<file path="src/rtl/pll_cfg_seq_pkg.sv">
// Package: shared types, band edges and the proportional-gain table.
// Assumes frequencies in MHz for the VCO target and kHz for the reference.
package pll_cfg_seq_pkg;

    localparam int KP_W = 4;
    localparam int KI_W = 3;
    localparam int KA_W = 3;

    localparam int VCO_MIN_MHZ  = 700;
    localparam int VCO_LOW_MHZ  = 1200;
    localparam int VCO_HIGH_MHZ = 2200;
    localparam int VCO_TOP_MHZ  = 3100;
    localparam int VCO_MAX_MHZ  = 4000;

    localparam logic [1:0] ERR_NONE = 2'd0;
    localparam logic [1:0] ERR_VCO  = 2'd1;
    localparam logic [1:0] ERR_REF  = 2'd2;
    localparam logic [1:0] ERR_LOCK = 2'd3;

    typedef enum logic [3:0] {
        ST_IDLE, ST_CHECK, ST_PWR, ST_GATE, ST_RST, ST_VCLR, ST_VRNG,
        ST_DIV, ST_GAIN, ST_REL, ST_WAIT, ST_PD_GATE, ST_PD_ISO, ST_PD_PWR
    } seq_state_t;

    typedef enum logic [1:0] {ROW_MID = 2'd0, ROW_HIGH = 2'd1, ROW_TOP = 2'd2} gain_row_t;

    // Column 0 in the low nibble.
    localparam logic [31:0] KP_ROW_MID  = {4'd10, 4'd9, 4'd8, 4'd7, 4'd7, 4'd6, 4'd6, 4'd5};
    localparam logic [31:0] KP_ROW_HIGH = {4'd9,  4'd8, 4'd7, 4'd6, 4'd5, 4'd5, 4'd4, 4'd4};
    localparam logic [31:0] KP_ROW_TOP  = {4'd10, 4'd9, 4'd8, 4'd7, 4'd6, 4'd5, 4'd5, 4'd4};

    // Proportional gain for a row and a reference column.
    function automatic logic [KP_W-1:0] kp_lookup(gain_row_t row, logic [2:0] col);
        logic [31:0] tbl;
        case (row)
            ROW_MID:  tbl = KP_ROW_MID;
            ROW_HIGH: tbl = KP_ROW_HIGH;
            default:  tbl = KP_ROW_TOP;
        endcase
        return tbl[{col, 2'b00} +: KP_W];
    endfunction

    // Reference band edges in kHz; edge 0 is the floor, edge 8 the ceiling.
    function automatic int ref_edge_khz(int idx);
        case (idx)
            0: return 10000;
            1: return 12500;
            2: return 15000;
            3: return 20000;
            4: return 25000;
            5: return 50000;
            6: return 75000;
            7: return 100000;
            default: return 125000;
        endcase
    endfunction

endpackage

</file>
<file path="src/rtl/pll_cfg_seq_classify.sv">
// Classifier: validates a latched request and derives range bits and gains.
// Purely combinational; assumes inputs are held stable while it is consulted.
module pll_cfg_seq_classify
    import pll_cfg_seq_pkg::*;
#(
    parameter int TGT_W  = 13,
    parameter int PAR_W  = 18,
    parameter int PDIV_W = 4
) (
    input  logic [TGT_W-1:0]  tgt_mhz,
    input  logic [PAR_W-1:0]  parent_khz,
    input  logic [PDIV_W-1:0] pre_div,
    output logic              vco_ok,
    output logic              ref_ok,
    output logic              lo_rng,
    output logic              hi_rng,
    output logic [KP_W-1:0]   kp,
    output logic [KI_W-1:0]   ki
);
    localparam int REF_W = PAR_W + 1;

    logic [REF_W-1:0]  ref_khz;
    logic [REF_W-1:0]  divisor;
    logic [2:0]        col;
    gain_row_t         row;

    // Reference frequency and its band column.
    always_comb begin
        divisor = (pre_div == '0) ? REF_W'(1) : REF_W'(pre_div);
        ref_khz = (pre_div == '0) ? {parent_khz, 1'b0} : ({1'b0, parent_khz} / divisor);
        col = 3'd0;
        for (int i = 1; i < 8; i++) begin
            if (ref_khz >= REF_W'(ref_edge_khz(i))) col = 3'(i);
        end
        ref_ok = (ref_khz >= REF_W'(ref_edge_khz(0))) && (ref_khz < REF_W'(ref_edge_khz(8)));
    end

    // VCO band, range bits and gains.
    always_comb begin
        vco_ok = (tgt_mhz >= TGT_W'(VCO_MIN_MHZ)) && (tgt_mhz < TGT_W'(VCO_MAX_MHZ));
        lo_rng = tgt_mhz < TGT_W'(VCO_LOW_MHZ);
        hi_rng = tgt_mhz >= TGT_W'(VCO_HIGH_MHZ);
        if (tgt_mhz < TGT_W'(VCO_HIGH_MHZ))     row = ROW_MID;
        else if (tgt_mhz < TGT_W'(VCO_TOP_MHZ)) row = ROW_HIGH;
        else                                    row = ROW_TOP;
        ki = hi_rng ? KI_W'(3) : KI_W'(4);
        kp = kp_lookup(row, col);
    end

endmodule

</file>
<file path="src/rtl/pll_cfg_seq_poll.sv">
// Lock poller: samples lock every WAIT_CYC cycles, at most LOCK_TRIES times.
// Outputs are combinational flags valid only while run is high.
module pll_cfg_seq_poll #(
    parameter int WAIT_CYC   = 8,
    parameter int LOCK_TRIES = 100
) (
    input  logic clk,
    input  logic rst_n,
    input  logic clear,
    input  logic run,
    input  logic lock_in,
    output logic locked,
    output logic expired
);
    localparam int WCNT_W = (WAIT_CYC > 1) ? $clog2(WAIT_CYC) : 1;
    localparam int TRY_W  = (LOCK_TRIES > 1) ? $clog2(LOCK_TRIES) : 1;

    logic [WCNT_W-1:0] wcnt;
    logic [TRY_W-1:0]  tries;
    logic              sample;

    // Sample point and outcome flags.
    always_comb begin
        sample  = run && (wcnt == WCNT_W'(WAIT_CYC - 1));
        locked  = sample && lock_in;
        expired = sample && !lock_in && (tries == TRY_W'(LOCK_TRIES - 1));
    end

    // Interval and try counters.
    always_ff @(posedge clk) begin
        if (!rst_n || clear) begin
            wcnt  <= '0;
            tries <= '0;
        end else if (sample) begin
            wcnt  <= '0;
            tries <= tries + TRY_W'(1);
        end else if (run) begin
            wcnt  <= wcnt + WCNT_W'(1);
        end
    end

endmodule

</file>
<file path="src/rtl/pll_cfg_seq.sv">
// Top: sequences a synthesizer through power-up, reset, range, divider and
// gain loading, then polls lock; also runs an isolation-ordered power-down.
// Assumes request inputs are valid in the cycle cfg_req is high.
module pll_cfg_seq
    import pll_cfg_seq_pkg::*;
#(
    parameter int TGT_W      = 13,
    parameter int NINT_W     = 10,
    parameter int NFRAC_W    = 20,
    parameter int PDIV_W     = 4,
    parameter int PAR_W      = 18,
    parameter int WAIT_CYC   = 8,
    parameter int LOCK_TRIES = 100,
    parameter bit HAS_FRAC   = 1'b1,
    parameter bit ALWAYS_ON  = 1'b0
) (
    input  logic               clk,
    input  logic               rst_n,
    input  logic               cfg_req,
    input  logic               dis_req,
    input  logic [TGT_W-1:0]   tgt_mhz,
    input  logic [NINT_W-1:0]  fb_int,
    input  logic [NFRAC_W-1:0] fb_frac,
    input  logic [PDIV_W-1:0]  pre_div,
    input  logic [PAR_W-1:0]   parent_khz,
    input  logic               lock_in,
    output logic               pwr_on,
    output logic               iso_on,
    output logic               gate_en,
    output logic               rst_main_n,
    output logic               rst_post_n,
    output logic               vco_hi_clr,
    output logic               vco_low_rng,
    output logic               vco_high_rng,
    output logic [NINT_W-1:0]  fb_int_o,
    output logic [NFRAC_W-1:0] fb_frac_o,
    output logic [PDIV_W-1:0]  pre_div_o,
    output logic [3:0]         kp_o,
    output logic [2:0]         ki_o,
    output logic [2:0]         ka_o,
    output logic               busy,
    output logic               done,
    output logic               err,
    output logic [1:0]         err_code
);
    seq_state_t         state;
    logic [TGT_W-1:0]   tgt_q;
    logic [NINT_W-1:0]  int_q;
    logic [NFRAC_W-1:0] frac_q;
    logic [PDIV_W-1:0]  pdiv_q;
    logic [PAR_W-1:0]   par_q;
    logic               vco_ok, ref_ok, lo_rng, hi_rng;
    logic [KP_W-1:0]    kp_c;
    logic [KI_W-1:0]    ki_c;
    logic               locked, expired;
    logic               dis_ok;

    assign ka_o = '0;

    // Disable acceptance depends on the always-on variant.
    if (ALWAYS_ON) begin : g_aon
        assign dis_ok = 1'b0;
    end else begin : g_sw
        assign dis_ok = dis_req;
    end

    pll_cfg_seq_classify #(.TGT_W(TGT_W), .PAR_W(PAR_W), .PDIV_W(PDIV_W)) cls_i (
        .tgt_mhz(tgt_q), .parent_khz(par_q), .pre_div(pdiv_q),
        .vco_ok(vco_ok), .ref_ok(ref_ok), .lo_rng(lo_rng), .hi_rng(hi_rng),
        .kp(kp_c), .ki(ki_c)
    );

    pll_cfg_seq_poll #(.WAIT_CYC(WAIT_CYC), .LOCK_TRIES(LOCK_TRIES)) poll_i (
        .clk(clk), .rst_n(rst_n), .clear(state == ST_REL), .run(state == ST_WAIT),
        .lock_in(lock_in), .locked(locked), .expired(expired)
    );

    // Fractional divider register exists only in the fractional variant.
    if (HAS_FRAC) begin : g_frac
        always_ff @(posedge clk) begin
            if (!rst_n)               fb_frac_o <= '0;
            else if (state == ST_DIV) fb_frac_o <= frac_q;
        end
    end else begin : g_nofrac
        assign fb_frac_o = '0;
    end

    // Main sequencer: one control action per cycle.
    always_ff @(posedge clk) begin
        if (!rst_n) begin
            state <= ST_IDLE;
            {tgt_q, int_q, frac_q, pdiv_q, par_q} <= '0;
            pwr_on <= 1'b0;  iso_on <= 1'b1;  gate_en <= 1'b0;
            rst_main_n <= 1'b0;  rst_post_n <= 1'b0;  vco_hi_clr <= 1'b0;
            vco_low_rng <= 1'b0;  vco_high_rng <= 1'b0;
            fb_int_o <= '0;  pre_div_o <= '0;  kp_o <= '0;  ki_o <= '0;
            busy <= 1'b0;  done <= 1'b0;  err <= 1'b0;  err_code <= ERR_NONE;
        end else begin
            done <= 1'b0;
            err <= 1'b0;
            vco_hi_clr <= 1'b0;
            case (state)
                ST_IDLE: begin
                    if (cfg_req) begin
                        tgt_q <= tgt_mhz;  int_q <= fb_int;  frac_q <= fb_frac;
                        pdiv_q <= pre_div;  par_q <= parent_khz;
                        busy <= 1'b1;
                        state <= ST_CHECK;
                    end else if (dis_ok) begin
                        busy <= 1'b1;
                        state <= ST_PD_GATE;
                    end
                end
                ST_CHECK: begin
                    if (!vco_ok || !ref_ok) begin
                        err <= 1'b1;
                        err_code <= !vco_ok ? ERR_VCO : ERR_REF;
                        busy <= 1'b0;
                        state <= ST_IDLE;
                    end else begin
                        state <= ST_PWR;
                    end
                end
                ST_PWR:  begin pwr_on <= 1'b1; iso_on <= 1'b0; state <= ST_GATE; end
                ST_GATE: begin gate_en <= 1'b1; state <= ST_RST; end
                ST_RST:  begin rst_main_n <= 1'b0; rst_post_n <= 1'b0; state <= ST_VCLR; end
                ST_VCLR: begin vco_hi_clr <= 1'b1; state <= ST_VRNG; end
                ST_VRNG: begin
                    vco_low_rng <= lo_rng;
                    vco_high_rng <= hi_rng;
                    state <= ST_DIV;
                end
                ST_DIV:  begin fb_int_o <= int_q; pre_div_o <= pdiv_q; state <= ST_GAIN; end
                ST_GAIN: begin kp_o <= kp_c; ki_o <= ki_c; state <= ST_REL; end
                ST_REL:  begin rst_main_n <= 1'b1; rst_post_n <= 1'b1; state <= ST_WAIT; end
                ST_WAIT: begin
                    if (locked) begin
                        done <= 1'b1;  err_code <= ERR_NONE;  busy <= 1'b0;
                        state <= ST_IDLE;
                    end else if (expired) begin
                        err <= 1'b1;  err_code <= ERR_LOCK;  busy <= 1'b0;
                        state <= ST_IDLE;
                    end
                end
                ST_PD_GATE: begin gate_en <= 1'b0; state <= ST_PD_ISO; end
                ST_PD_ISO:  begin iso_on <= 1'b1; state <= ST_PD_PWR; end
                ST_PD_PWR:  begin
                    pwr_on <= 1'b0;  done <= 1'b1;  err_code <= ERR_NONE;  busy <= 1'b0;
                    state <= ST_IDLE;
                end
                default: state <= ST_IDLE;
            endcase
        end
    end

endmodule

</file>
<file path="config.mk">
export PLATFORM = sky130hd
export DESIGN_NAME = pll_cfg_seq
export DESIGN_NICKNAME = d
export VERILOG_FILES = /design/src/rtl/pll_cfg_seq_pkg.sv /design/src/rtl/pll_cfg_seq_classify.sv /design/src/rtl/pll_cfg_seq_poll.sv /design/src/rtl/pll_cfg_seq.sv
export SDC_FILE = /design/constraint.sdc
export NUM_CORES = 1
export LEC_CHECK = 0
export BUFFER_PORTS_ARGS = -buffer_cell sky130_fd_sc_hd__buf_2
export CAP_MARGIN = 20
export CORE_MARGIN = 5
export CORE_UTILIZATION = 55
export DETAILED_ROUTE_END_ITERATION = 16
export PLACE_DENSITY = 0.79
export SETUP_SLACK_MARGIN = 0.4
export SLEW_MARGIN = 20
export SYNTH_ARGS = -nofsm -noshare
export SYNTH_HDL_FRONTEND = slang
export SYNTH_SLANG_ARGS = --single-unit
</file>
<file path="constraint.sdc">
create_clock -name clk -period 26.8 [get_ports clk]
set_input_delay 1.34 -clock clk [delete_from_list [all_inputs] [get_ports clk]]
set_output_delay 1.34 -clock clk [all_outputs]
set_load 0.03 [all_outputs]
</file>
# Yosys cells after proc, flatten, opt, wreduce, memory -nomap -nowiden
# Cells that the tools add are included.
# W data, S select, Z words.
dict set report word_totals {
  ff_bits 132
  output_inout_bits 57
  input_bits 70
}
dict set report op_classes {
  n_reduce_logical 26
  n_div 1
  n_shift 1
  mux 41
  n_eq_ne 19
  n_addsub 2
  magnitude_cmp 15
}
# cell count
set op_table {}
lappend op_table {{$pmux W30 S2} 1}
lappend op_table {{$ge A19 B14 Y1 const B} 3}
lappend op_table {{$pmux W4 S13} 1}
lappend op_table {{$lt A13 B12 Y1 const B} 3}
lappend op_table {{$ge A19 B15 Y1 const B} 2}
lappend op_table {{$ge A19 B17 Y1 const B} 2}
lappend op_table {{$shiftx A32 B6 Y4} 1}
lappend op_table {{$eq A4 B4 Y1 const B} 6}
lappend op_table {{$mux W4} 5}
lappend op_table {{$div A18 B19 Y19} 1}
lappend op_table {{$ge A19 B16 Y1 const B} 1}
lappend op_table {{$lt A19 B17 Y1 const B} 1}
lappend op_table {{$mux W19} 1}
lappend op_table {{$mux W2} 9}
lappend op_table {{$eq A4 B3 Y1 const B} 4}
lappend op_table {{$mux W3} 5}
lappend op_table {{$ge A13 B10 Y1 const B} 1}
lappend op_table {{$ge A13 B12 Y1 const B} 1}
lappend op_table {{$lt A13 B11 Y1 const B} 1}
lappend op_table {{$pmux W1 S2} 6}
lappend op_table {{$mux W1} 11}
lappend op_table {{$eq A4 B2 Y1 const B} 2}
lappend op_table {{$logic_not A4 Y1} 2}
lappend op_table {{$reduce_bool A2 Y1} 4}
lappend op_table {{20 further kinds} 31}

# Longest topological paths before layout
# Gate-level depths: netlist (run 1).
dict set report depth {
  word_depth 13
  depth_mapped 152
  depth_no_buf 145
}

# Hierarchy
# Synthesis (run 1) repeated with hierarchy kept, for this count alone.
dict set report hier_totals {
  cells_unflattened 1521
  area_unflattened_um2 11546.1
}
# module seq_area_each_um2 n_inst area_per_inst_um2 cells_each
set modules_own_cells {}
lappend modules_own_cells {pll_cfg_seq_classify 0.0 1 6164.7 898}
lappend modules_own_cells {pll_cfg_seq 2442.3 1 4908.5 570}
lappend modules_own_cells {pll_cfg_seq_poll 200.2 1 473.0 53}

# Worst setup path after synthesis (run 1)
# No wires, ideal clock.
dict set report synth_path {
  path_kind {reg2reg}
  start {register pdiv_q[3]}
  end {register kp_o[1]}
  synth_period_minus_slack_ns 28.144
  stages_incl_launch_ff 143
  n_path_buf 7
  setup_slack_ns -1.344
  arrival_ns 27.992
  path_cell_list {dfxtp_1 > buf_4 > nor4_1 > clkbuf_1 > or2_2 > inv_1 > ha_1 > o21a_1 > nor3_1 > nor2_1 > ha_1 > o21a_1 > or4_1 > o31ai_2 > ha_1 > a21o_1 > o21a_1 > nor2_1 > [... 107 more ...] > and4_1 > buf_4 > nand2_2 > nor2_1 > a21oi_1 > ha_1 > o21a_1 > o21a_1 > o21a_1 > nor2_1 > nor4b_1 > a41o_1 > nand2_1 > nor4_2 > nand4_1 > and3_1 > a221oi_1 > a21oi_1}
}
dict set report synth_between {
  elab_chain_len 13
  word_cells_on_any_way 19
}
# element line
set synth_lines {}
lappend synth_lines {{from (decl)} pll_cfg_seq.sv:50} ;# logic [PDIV_W-1:0] pdiv_q;
lappend synth_lines {{from (signal assigned)} pll_cfg_seq.sv:106} ;# pdiv_q <= pre_div; par_q <= parent_khz;
lappend synth_lines {{$logic_not A4 Y1} {pll_cfg_seq_classify.sv:29, pll_cfg_seq_classify.sv:30}}
lappend synth_lines {{$mux W4} pll_cfg_seq_classify.sv:29} ;# divisor = (pre_div == '0) ? REF_W'(1) : REF_W'(pre_div);
lappend synth_lines {{$div A18 B19 Y19} pll_cfg_seq_classify.sv:30} ;# ref_khz = (pre_div == '0) ? {parent_khz, 1'b0} : ({1'b0, parent_khz} / divisor);
lappend synth_lines {{$mux W19 *} pll_cfg_seq_classify.sv:30}
lappend synth_lines {{$ge A19 B14 Y1} pll_cfg_seq_classify.sv:33} ;# if (ref_khz >= REF_W'(ref_edge_khz(i))) col = 3'(i);
lappend synth_lines {{$mux W1} pll_cfg_seq_classify.sv:33}
lappend synth_lines {{$mux W2 (2 in series)} pll_cfg_seq_classify.sv:33}
lappend synth_lines {{$mux W3 (3 in series)} pll_cfg_seq_classify.sv:33}
lappend synth_lines {{$mux W3 *} pll_cfg_seq_classify.sv:33}
lappend synth_lines {{$shiftx A32 B6 Y4 *} pll_cfg_seq_pkg.sv:40} ;# return tbl[{col, 2'b00} +: KP_W];
lappend synth_lines {{to (signal assigned)} pll_cfg_seq.sv:96} ;# fb_int_o <= '0; pre_div_o <= '0; kp_o <= '0; ki_o <= '0;
lappend synth_lines {{to (signal assigned)} pll_cfg_seq.sv:134} ;# ST_GAIN: begin kp_o <= kp_c; ki_o <= ki_c; state <= ST_REL; end
lappend synth_lines {{to (decl)} pll_cfg_seq.sv:38} ;# output logic [3:0] kp_o,
# Mark *: on every way between the ends. The rest lies on a longest branch, timed or not.
# A chain may end at the register's enable or synchronous reset.

# Worst setup path after layout (run 1)
dict set report layout_path {
  start {register pdiv_q[3]}
  end {register kp_o[0]}
}
# The elaborated chain is that of the path after synthesis.

==> out/results.txt, run 1 <==
Outcome: finished clean
Synth-to-layout area growth: 25.8%
Post-DP Area: 12800 µm²
Cell Rows: 52
Share of layout cells above drive strength 1: 27.1%
Count leader, synth: nand2_1
Yosys top cell by area: dfxtp_1
Setup tns final: 0 ns
Most used cell, CP: o21a_1
Hold Startpoint: fb_int_o[6]$_SDFFE_PN0P_
Final Skew: 0.0139 ns
Synthesized area: 11300 µm²
WL final: 34.4 mm
Avg WL per Cell: 16.8 µm
Htree depth: 4
Final Hold Fails: 0
Overflow after GRT: 0
Synth warnings: 0
CTS Sinks: 129
DR pass1 iterations: 5
Routed wl met2: 16.5 mm
Worst Hold Class: reg2reg
Hold buffer count at cts: 0
Synth Area in XOR/XNOR: 3.47%
Crit path max-delay cell type: or4_4
Max-Cap Viols: 0
Dpl cells: 1966
Die ar.: 23500 µm²
Dpl hpwl: 24.4 mm
GPL Wtd Cong: 0.929
Mean Syn Cell Area: 7.26 µm²
Cell area after layout: 14200 µm²
Syn Inst Count: 1553
Synth Flop Type: dfxtp_1
Synth Area in Simple Gates: 28.6%
Origin of the worst setup path: pdiv_q[3]$_SDFFE_PN0P_
Post-route DRC violation count: 0
Detailed Route Iter0 Violations: 796
Clk Tree Root Cell: clkbuf_16
Post-synth top area share: 22.9%
Initial antenna violation count: 6
Post-synth ARST share: 0%
Worst R2R Start: pdiv_q[3]$_SDFFE_PN0P_
Relative slew margins: 33.5%
Number of global-route vias before repair: 11500
Type of origin of the critical path: flip-flop
Post-synthesis adder-cell area fraction: 7.29%
Die Width: 153 µm
Synth area leaders: dfxtp_1 (23%), nand2_1 (9.6%), a21oi_1 (7.5%)
WL met3: 2.39 mm
Nets@finish: 1896
Drt via density: 6.06
Worst skew pair latency: 0.43 ns
Starting Density: 55.7%
Worst stage delay on the critical path: 0.52 ns
Core ar.: 20200 µm²
Largest family of logic cells by synthesized area: compound AO/OA/AOI/OAI gates
IO Count: 127
Final Critical Period: 25.71 ns
Tcrit/Tclk final: 95.9%
Synth Area in Compound Gates: 29.9%
Final non-filler cell total: 2046
Port bufs: 121
Critical path arrival: 26.05 ns
Post-Route M1 WL: 14.7 mm
Die outline height: 153 µm
Commonest cells in the netlist: nand2_1 (287), a21oi_1 (168), nor2_1 (151)
# setup viols final: 0
Seq/Total Area, Yosys: 22.9%
Worst-path clk slew: 0.06 ns
Mux contribution to synthesized area: 3.84%
Final ANT Viol Nets: 0
Cts bufs inserted: 17
Slew @ Worst Pin: 0.997 ns
CTS Buffer Depth: 2
Setup CP Type: reg2reg
DR top layer: met5
Count of cell types in the netlist: 116
Global-route wire length before repair: 54.6 mm
Largest net degree at the start of global routing: 99
Register bit total from synthesis: 129
Fmax: 38.9 MHz
Worst-path fanout max: 5
Worst endpoint required time: 27.14 ns
GRT Util Overall: 27.1%
CTS tree: done
Via count: 12400
Final slew viol count: 0
CP Capture Type: flip-flop
Number of flops mapped to enable cells by yosys: 0
-- repair_timing --
action                     4_1_cts  5_1_grt
pin swaps                        2       74
setup endpoints to repair        3        9
setup buffers                    2       45
resized for setup                6      104
-- registers in the layout (all words and copies together), names as in the netlist, 2 cells and up --
signal and flops:
err_code 2, fb_frac_o 20, fb_int_o 10, frac_q 20, int_q 10, ki_o 2, kp_o 4, par_q 18
pdiv_q 4, poll_i.tries 7, poll_i.wcnt 3, pre_div_o 4, state 4, tgt_q 11
-- routing by layer --
layer,track usage (%),vias to the layer above
met2,45.1,453
met4,8.53,10
li1,-,6091
met3,5.65,66
met5,0,-
met1,35.2,5771
-- stage by stage --
stage	setup slack [ns]	utilization, %	hold slack, ns
after floorplan	0.406	-	0.432
after global placement	0.853	63.1	0.436
after detailed placement	0.448	63.1	0.445
after CTS	0.404	66.2	0.453
after global routing	-0.0775	70.1	0.467
final	1.09	70.1	0.451
-- area by class of cell --
class	instances	area [µm²]
Antenna cell	1	2.50
Clock buffer	17	425
Clock inverter	15	159
Fill cell	1620	6050
Inverter	31	121
Multi-Input combinational cell	1320	8870
Sequential cell	129	2590
Tap cell	270	338
Timing Repair Buffer	263	1680
-- path summary, 6_finish.rpt --
| path | end | slack [ns] | cells after the start |
|---|---|---|---|
| setup / recovery | kp_o[0]$_SDFFE_PN0P_ | 1.09 | 144 |
| hold reg to reg | fb_int_o[6]$_SDFFE_PN0P_ | 0.45 | 2 |
| hold / removal | fb_int_o[6]$_SDFFE_PN0P_ | 0.45 | 2 |
| setup reg to reg | kp_o[0]$_SDFFE_PN0P_ | 1.09 | 144 |
-- critical path, delay by kind of cell, from the launching register on --
kind,cells,cell delay [ns]
AO/OA/AOI/OAI,68,10.80
AND/OR/NAND/NOR,51,8.33
adder cells (fa/ha/maj),16,4.78
buffers and inverters,7,0.82
multiplexers,2,0.54
flip-flops,1,0.36
-- placed cells by master (no fill, tap or decap), types with 12 or more instances in the layout --
cell and n:
a21o_1 20, a21oi_1 151, a21oi_2 16, a31oi_1 12
and2_1 18, buf_2 121, buf_4 140, clkbuf_16 17
dfxtp_1 127, ha_1 56, inv_1 27, mux2_2 15
mux2i_1 14, nand2_1 281, nand2b_1 17, nand3_1 33
nand4_1 16, nor2_1 128, nor2_2 14, nor3_1 54
nor4_1 12, o211ai_1 22, o21a_1 35, o21ai_0 56
o21ai_1 14, or3_1 13, xnor2_1 25, xor2_1 16
-- cell families after synthesis --
logic type                 Yosys count
xor gates and xnor gates            43
DFF                                129
adders and majority gates           66
buffers and inverters              107
AOI/OAI and AO/OA                  482
other                                1
muxes                               38
and+or+nand+nor                    687
Power of run 1 is left out: the tool's default activity adds up to more than one toggle a clock period on the data nets, which glitch-free logic cannot reach.
==> run 2, diff against run 1 <==
Settings changed: CELL_PAD_IN_SITES_DETAIL_PLACEMENT set to 0, CELL_PAD_IN_SITES_GLOBAL_PLACEMENT set to 2, CORE_UTILIZATION 55 to 31, PLACE_DENSITY 0.79 to unset, PLACE_DENSITY_LB_ADDON set to 0.05.
==> run 2 against run 1 <==
  * Clock skew fell by 0.0079 ns
  * Routed wire length rose by 12%
  * Clock-buffer cell count rose by 8
  * First-iteration DRC count decreased by 20%
  * Core utilization down 29 points
  * Final cell count rose by 10%
  * Cell area is 4.1% higher
  * Die area increased by 72%
  * Global-route usage shrank 8.8 points
  * Worst hold slack got worse by 0.0081 ns
  * Via count shrank 3.2%
  * Largest cell class unchanged
==> out/results.txt, run 2 (same netlist as run 1, synthesis figures left out) <==
Final Skew: 0.00605 ns
Post-Route M1 WL: 17.9 mm
Setup CP Type: reg2reg
# setup viols final: 0
Most common cell after layout, fill and taps aside: nand2_1
Die Width: 201 µm
Outcome: finished clean
Nets@finish: 1909
Worst endpoint required time: 27.08 ns
CTS Sinks: 129
Detailed Route Iter0 Violations: 633
Worst Hold Class: reg2reg
Worst R2R Start: pdiv_q[0]$_SDFFE_PN0P_
Relative slew margins: 33.3%
Hold Startpoint: frac_q[5]$_SDFFE_PN0P_
Slew @ Worst Pin: 0.998 ns
Overflow after GRT: 0
Final Hold Fails: 0
Worst-path clk slew: 0.06 ns
Capturing point of the worst reg2reg path: kp_o[1]$_SDFFE_PN0P_
DR pass1 iterations: 6
Die ar.: 40300 µm²
Fmax: 39.8 MHz
WL met3: 1.87 mm
Avg WL per Cell: 17.2 µm
DR top layer: met5
Core ar.: 35700 µm²
Hold_ws: 0.443 ns
Starting Density: 31.5%
Cell area after layout: 14800 µm²
CTS Buffer Depth: 2
Largest net degree at the start of global routing: 90
Via count: 12000
Crit path max-delay cell type: or4_4
GPL Wtd Cong: 0.827
IO Count: 127
Most used cell, CP: o21a_1
Die outline height: 201 µm
Htree depth: 4
Routed wl met2: 18.1 mm
Max-Cap Viols: 0
Post-route DRC violation count: 0
Drt via density: 5.33
Type of origin of the critical path: flip-flop
R2R Setup Slk: 1.64 ns
Final ANT Viol Nets: 0
Largest registers: fb_frac_o x20, frac_q x20, par_q x18
Hold Path Sink: fb_frac_o[5]$_SDFFE_PN0P_
CP Capture Type: flip-flop
Final slew viol count: 0
Worst stage delay on the critical path: 0.55 ns
Final Critical Period: 25.16 ns
Critical path arrival: 25.43 ns
Clk Tree Root Cell: clkbuf_16
CTS tree: done
Commonest cells after routing, fill and taps aside: nand2_1 (280), a21oi_1 (152), buf_4 (151), dfxtp_1 (128), nor2_1 (127)
Reg2reg path depth: 137
Tcrit/Tclk final: 93.9%
Port bufs: 121
Number of global-route vias before repair: 11600
Post-DP Area: 13100 µm²
Worst skew pair latency: 0.42 ns
WL final: 38.6 mm
Cts bufs inserted: 17
Share of layout cells above drive strength 1: 28.3%
GRT Util Overall: 18.3%
Cell Rows: 69
Hold Path Depth: 2
Dpl hpwl: 29.2 mm
Worst-path fanout max: 6
RSZ-0062 raised after global routing: yes
Filler Cells Inserted: 3813
Global-route wire length before repair: 61.4 mm
Initial antenna violation count: 12
Synth-to-layout area growth: 31.0%
==> run 2: changes by cell type in the layout (fill, tap and decap cells not counted), moves of 5 or more <==
cell,before,now
ha_4,7,16
a21oi_4,2,8
inv_8,6,0
buf_4,140,151
ha_1,56,46
clkbuf_1,0,5
a21oi_2,16,9
mux2i_2,1,6
==> run 2: metal layers <==
layer | vias to the layer above | GRT usage (%)
li1 | 6128 | -
met5 | - | 0
met1 | 5589 | 23.9
met3 | 52 | 4.47
met2 | 200 | 30.7
met4 | 20 | 4.01
==> run 2: critical path, delay by kind of cell, from the launching register on <==
family | cells | cell delay [ns]
flip-flops | 1 | 0.33
AND/OR/NAND/NOR | 46 | 7.77
buffers and inverters | 9 | 0.95
AO/OA/AOI/OAI | 62 | 10.65
multiplexers | 4 | 1.19
adder cells (fa/ha/maj) | 16 | 4.06
==> run 2: layout make-up <==
| cell class | instances | area (µm²) | share of cell area [%] |
|---|---|---|---|
| antenna | 2 | 5.00 | 0.0339 |
| clock buffer | 25 | 485 | 3.29 |
| clock inverter | 7 | 124 | 0.839 |
| inverter | 31 | 121 | 0.822 |
| multi-input combinational | 1320 | 9090 | 61.5 |
| sequential | 129 | 2580 | 17.5 |
| tap | 461 | 577 | 3.90 |
| timing repair buffer | 276 | 1780 | 12.1 |
==> run 2: repair_timing <==
item                       4_1_cts  5_1_grt
gates resized for setup         23      116
setup endpoints to repair        4        9
pin swaps                       10       79
hold buffers                     0        0
cloned                           0        0
buffers inserted                 7       44
==> run 2: worst max-delay path by stage <==
stage / start / to / slack, ns / cells past startpoint
finish: pdiv_q[0]$_SDFFE_PN0P_ / kp_o[1]$_SDFFE_PN0P_ / 1.64 / 137
global route: pdiv_q[0]$_SDFFE_PN0P_ / kp_o[1]$_SDFFE_PN0P_ / 0.15 / 144
CTS: pdiv_q[3]$_SDFFE_PN0P_ / kp_o[1]$_SDFFE_PN0P_ / 0.42 / 141
detailed placement: pdiv_q[0]$_SDFFE_PN0P_ / kp_o[1]$_SDFFE_PN0P_ / -0.40 / 139
global placement: pdiv_q[0]$_SDFFE_PN0P_ / kp_o[1]$_SDFFE_PN0P_ / -0.28 / 140
floorplan: pdiv_q[0]$_SDFFE_PN0P_ / kp_o[1]$_SDFFE_PN0P_ / 0.41 / 144
==> run 2: stage by stage <==
step | setup TNS [ns] | cells | utilization, % | worst slack [ns]
after floorplan | 0 | 1556 | - | 0.406
after global placement | -0.275 | 2166 | 36.6 | -0.275
after detailed placement | -0.439 | 2166 | 36.6 | -0.397
after CTS | 0 | 2205 | 38.7 | 0.418
after global routing | 0 | 2250 | 41.3 | 0.147
final | 0 | 2251 | 41.3 | 1.64
Power of run 2 is left out for the same reason.
